===== src/rtl/branch_unit_pkg.sv =====
package branch_unit_pkg;
  // Number of bytes a conditional branch occupies.
  localparam int unsigned BranchLen = 2;

  // Strobes passed from the condition logic to the address datapath.
  typedef struct packed {
    logic takeBranch;  // condition met: select the relative target
    logic capture;     // register a new next-address value
  } brStrobe_t;
endpackage


===== src/rtl/branch_ctrl.sv =====
module branch_ctrl
  import branch_unit_pkg::*;
(
  input  logic       clk,
  input  logic       rstN,
  input  logic [2:0] condSel,
  input  logic [3:0] flagVec,   // index 0 N, 1 V, 2 C, 3 Z
  output brStrobe_t  strobe,
  output logic       takenQ
);
  logic chosenFlag;
  logic condMet;

  // The upper select bits index the flag vector. The low bit gives the required value.
  assign chosenFlag = flagVec[condSel[2:1]];
  assign condMet    = (chosenFlag == condSel[0]);

  always_comb begin
    strobe            = '0;
    strobe.takeBranch = condMet;
    strobe.capture    = 1'b1;
  end

  always_ff @(posedge clk or negedge rstN) begin
    if (!rstN) takenQ <= 1'b0;
    else       takenQ <= condMet;
  end
endmodule


===== src/rtl/branch_dpath.sv =====
module branch_dpath
  import branch_unit_pkg::*;
#(
  parameter int unsigned PcW   = 16,
  parameter int unsigned OffW  = 8,
  parameter int unsigned InstrLen = BranchLen
) (
  input  logic            clk,
  input  logic            rstN,
  input  brStrobe_t       strobe,
  input  logic [PcW-1:0]  pc,
  input  logic [OffW-1:0] offset,
  output logic [PcW-1:0]  nextPcQ
);
  localparam int unsigned ExtW = PcW - OffW;

  logic [PcW-1:0] fallThru;
  logic [PcW-1:0] offExt;
  logic [PcW-1:0] target;

  // Sums wrap naturally at PcW bits.
  assign fallThru = pc + PcW'(InstrLen);
  assign offExt   = {{ExtW{offset[OffW-1]}}, offset};
  assign target   = fallThru + offExt;

  always_ff @(posedge clk or negedge rstN) begin
    if (!rstN)                nextPcQ <= '0;
    else if (strobe.capture)  nextPcQ <= strobe.takeBranch ? target : fallThru;
  end
endmodule


===== src/rtl/branch_unit.sv =====
module branch_unit
  import branch_unit_pkg::*;
#(
  parameter int unsigned PcW  = 16,
  parameter int unsigned OffW = 8
) (
  input  logic            clk,
  input  logic            rstN,
  input  logic [2:0]      condSel,
  input  logic            flagN,
  input  logic            flagV,
  input  logic            flagZ,
  input  logic            flagC,
  input  logic [PcW-1:0]  pc,
  input  logic [OffW-1:0] offset,
  output logic            taken,
  output logic [PcW-1:0]  nextPc
);
  brStrobe_t strobe;

  branch_ctrl ctrl (
    .clk     (clk),
    .rstN    (rstN),
    .condSel (condSel),
    .flagVec ({flagZ, flagC, flagV, flagN}),
    .strobe  (strobe),
    .takenQ  (taken)
  );

  branch_dpath #(.PcW(PcW), .OffW(OffW)) dpath (
    .clk     (clk),
    .rstN    (rstN),
    .strobe  (strobe),
    .pc      (pc),
    .offset  (offset),
    .nextPcQ (nextPc)
  );
endmodule


===== config.mk =====
export PLATFORM = sky130hd
export DESIGN_NAME = branch_unit
export DESIGN_NICKNAME = d
export VERILOG_FILES = /design/src/rtl/branch_unit_pkg.sv /design/src/rtl/branch_ctrl.sv /design/src/rtl/branch_dpath.sv /design/src/rtl/branch_unit.sv
export SDC_FILE = /design/constraint.sdc
export NUM_CORES = 1
export LEC_CHECK = 0
export BUFFER_PORTS_ARGS = -buffer_cell sky130_fd_sc_hd__buf_2
export CAP_MARGIN = 10
export CORE_MARGIN = 2
export CORE_UTILIZATION = 53
export CTS_BUF_LIST = sky130_fd_sc_hd__clkbuf_4
export CTS_CLUSTER_DIAMETER = 150
export DETAILED_ROUTE_END_ITERATION = 16
export PLACE_DENSITY = 0.82
export SLEW_MARGIN = 5
export SYNTH_ARGS = -nofsm -noshare
export SYNTH_HDL_FRONTEND = slang
export SYNTH_SLANG_ARGS = --single-unit

===== constraint.sdc =====
create_clock -name clk -period 0.8 [get_ports clk]
set_clock_uncertainty 0.15 [all_clocks]
set_input_delay 0.2 -clock clk [delete_from_list [all_inputs] [get_ports clk]]
set_output_delay 0.2 -clock clk [all_outputs]
set_load 0.02 [all_outputs]

==> results of run 1 <==
==> metrics by stage <==
step | setup slack [ps] | utilization (%)
floorplan | -1667 | -
global placement | -1854 | 83.88
detailed placement | -1969 | 83.88
==> cell families after synthesis <==
group / share of synthesized area [%]
AOI/OAI and AO/OA: 20.02
xor gates and xnor gates: 15.43
adders and majority gates: 16.50
buffers and inverters: 2.062
DFF: 25.97
muxes: 2.750
and+or+nand+nor: 17.27
==> cell usage after synthesis, types with 3 or more instances <==
master,instances
buf_2,3
nand3_1,9
dfrtp_1,17
a21oi_1,22
xnor2_1,12
nor2_1,22
ha_1,20
a21o_1,5
nand2_1,11
o21ai_0,5
xor2_1,15
nand4_1,6
==> impl_metrics.yaml, run 1 <==
run_status:
  status: "did not finish"
  stop_stage: "clock tree synthesis"
  tool.error: "[ERROR DPL-0038] Utilization greater than 100%, impossible to legalize"
yosys:
  synth_area_sq_mm: 0.001638
  ys_seq_area_share_pct: 25.97
  synth_warnings: 0
  yosys_register_bits: 17
  synthDistinctLibCells: 41
  synth_top_area_share_pct: 25.97
  synth_edf_count: 0
  synthArstFlopShare_pct: 100.0
  synthCells: 184
  yosys.area.top_type: "dfrtp_1"
  syn_nets: 238
  avgSynthCellArea_sq_um: 8.901
  synth-main-ff-cell: "dfrtp_1"
  yosys-top-cells-area: "dfrtp_1 26%, ha_1 15%, xor2_1 8.0%"
place:
  place.port_buffers: 49
  postPlaceCellArea_sq_mm: 0.002519
  hpwlAfterDp_microns: 4021
  gp_congestion: 0.8710
  dp.cells: 330
die:
  row_count: 20
  num_io_pins: 50
  fp.dieW_microns: 59.59
  initial_utilization_pct: 54.54
  die_h_microns: 59.59
clock_network:
  post_cts_buffers: 17
  post_cts_resized: 106
  clockBufferDepth: 2
  root_buffer: "clkbuf_4"
  htreeDepth: 1
  cts_made_buffers: 3
  cts_hold_buf: 1
  cts_num_sinks: 17
==> inputs of run 2 (changes only) <==
Settings changed: CORE_UTILIZATION 53 to 40, CTS_BUF_LIST sky130_fd_sc_hd__clkbuf_4 to not set, CTS_CLUSTER_DIAMETER 150 to not set, PLACE_DENSITY 0.82 to not set, PLACE_DENSITY_LB_ADDON set to 0.15.
==> impl_metrics.yaml, run 2 <==
clock_network:
  clkTransAtPathRegs_ps: 60
  cts_tree: "done"
  cts_num_sinks: 17
  htreeDepth: 1
  clockBufferDepth: 2
  root_buffer: "clkbuf_8"
  cts_made_buffers: 3
hold_path:
  hp-class: "in2async"
cells_and_area:
  layout.cells.non_filler: 370
  reg_top3: "dpath.nextPcQ x16, ctrl.takenQ x1"
  num-fill-cells: 184
  nets: 375
  fin_util_pct: 87.52
  drive_gt1_share_pct: 68.13
  area_growth_pct: 112.2
  largest_register_ffs: 16
  largest-register: "dpath.nextPcQ"
  layout_common_cells: "65 x buf_4, 46 x buf_6, 20 x buf_2"
  layout_commonest_cell: "buf_4"
  antenna_cells: 0
sta:
  whs_ps: -302.7
  fin_setup_tns_ps: -24430
  fmax_mhz: 388.3
  worst_slew_margin_rel_pct: 76.27
  slew_viol_final: 0
  finalHoldViolCount: 17
  min_period_ps: 2575
  setup_viol: 34
  post-route-period-util_pct: 321.9
  finalWorstSetupSlack_ps: -1775
  worst_pin_slew_ps: 355.9
  rsz0062_at_grt: "yes"
critical_path:
  crit_type: "in2reg"
  cp_data_arrival_time_ps: 2600
  worstSetupEndpointType: "register"
  critPathLaunch: "pc[4]"
  critPathLaunchType: "input port"
  cp_max_fo: 2
  cp_data_required_time_ps: 830
pwr:
  power.leakage_nw: 1.547
  power_mw: 4.997
  pwr_density_cell_mw_per_mm2: 1438
  peakVddDrop_mv: 0.7624
routing:
  wire_per_inst_microns: 19.24
  drc: 0
  wl_microns: 7117
  vias: 2056
  drt_first_pass_iters: 4
  drtAntennaViolNets: 0
  viasPerCell: 5.557
  drtIter0Drc: 159
run_status:
  violations: "hold timing, setup timing"
  status: "finished with violations"
global_routing:
  grt.busiest_layer: "met2"
  met2_usage_pct: 48.30
  grt_max_degree: 18
  grt_overflow: 0
  grtUsageTotal_pct: 25.40
  antenna_found_initial: 0
  grt_pass1_wl_microns: 8700
  first_global_vias: 1932
  grt_use_met3_pct: 2.303
  grt_use_met1_pct: 28.20
die:
  die-area_sq_mm: 0.004623
  row_count: 23
  fp.dieW_microns: 67.99
  die_h_microns: 67.99
  num_io_pins: 50
  core_area_sq_mm: 0.003971
  initial_utilization_pct: 41.24
yosys:
  yosys_register_bits: 17
  yosys-top-cells-area: "dfrtp_1 26%, ha_1 15%, xor2_1 8.0%"
  synthArstFlopShare_pct: 100.0
  syn_nets: 238
  synth_warnings: 0
  synth-main-ff-cell: "dfrtp_1"
  synth_area_sq_mm: 0.001638
  synth_common_cells: "22 x a21oi_1, 22 x nor2_1, 20 x ha_1"
  synth_edf_count: 0
  yosys.area.top_type: "dfrtp_1"
  synth_top_area_share_pct: 25.97
  ys_seq_area_share_pct: 25.97
  avgSynthCellArea_sq_um: 8.901
  synthCells: 184
  synthDistinctLibCells: 41
place:
  place_ws_ps: -1954
  hpwlAfterDp_microns: 3807
  gp_congestion: 0.8413
  place.port_buffers: 49
  dp.cells: 350
flow_run:
  maxCapViolCount: 0
-- run 2: cell counts after synthesis --
No cell type changed its count.
-- run 2: final cells by class --
type | count | area [sq um] | share of cell area, %
repair buffers | 136 | 1191 | 34.27
multi-input cells | 161 | 1742 | 50.11
well taps | 50 | 62.56 | 1.800
flip-flops and latches | 17 | 425.4 | 12.24
clock buffers | 4 | 45.04 | 1.296
inverters | 2 | 10.01 | 0.2880
-- run 2: logic make-up after synthesis --
logic type	Yosys count	synth area share (%)
XOR/XNOR	28	15.43
AO/OA/AOI/OAI	51	20.02
flip-flops	17	25.97
adder cells (fa/ha/maj)	21	16.50
AND/OR/NAND/NOR	58	17.27
buffers and inverters	6	2.062
multiplexers	3	2.750
-- run 2: repair_timing --
item                                    in CTS  in global routing
pin swaps                                   59                 37
setup buffers                               14                  4
gates resized for setup                    105                 46
endpoints found under the setup margin      34                 34
endpoints found under the hold margin       17                 17
-- run 2: worst paths after layout --
check                      slack, ps  depth (start not counted)                           to
min in group clk                  70                          2   dpath.nextPcQ[0]$_DFF_PN0_
setup / recovery               -1780                         12  dpath.nextPcQ[15]$_DFF_PN0_
max in group asynchronous        540                          1  dpath.nextPcQ[12]$_DFF_PN0_
hold / removal                  -300                          1   dpath.nextPcQ[3]$_DFF_PN0_
-- run 2: stage by stage --
step,cell area (sq um),hold slack [ps]
floorplan,1750,-245.6
global placement,2575,-28.57
detailed placement,2575,-22.19
CTS,3198,-288.0
global route,3476,-273.6
finish,3476,-302.7
-- run 2: worst max-delay path, cell delays in order --
cell	delay, ps
buf_6	70
and4_4	230
buf_6	100
nand4_1	120
xnor2_1	270
ha_1	330
a21oi_2	220
nor3_1	90
or3_4	390
nor4_1	250
nand3b_1	190
xnor2_1	120
-- run 2: power breakdown --
part	switching (mW)	internal (mW)	total, mW
logic	1.55	1.68	3.23
registers	0.0827	1.05	1.13
clock network	0.281	0.354	0.635
-- run 2: layer usage --
| metal | vias to the layer above | routed length [microns] |
|---|---|---|
| li1 | 946 | - |
| met1 | 965 | 2552 |
| met2 | 110 | 3787 |
| met3 | 35 | 394 |
| met4 | 0 | 383 |
| met5 | - | 0 |
Power figures use the tool's default switching activity.
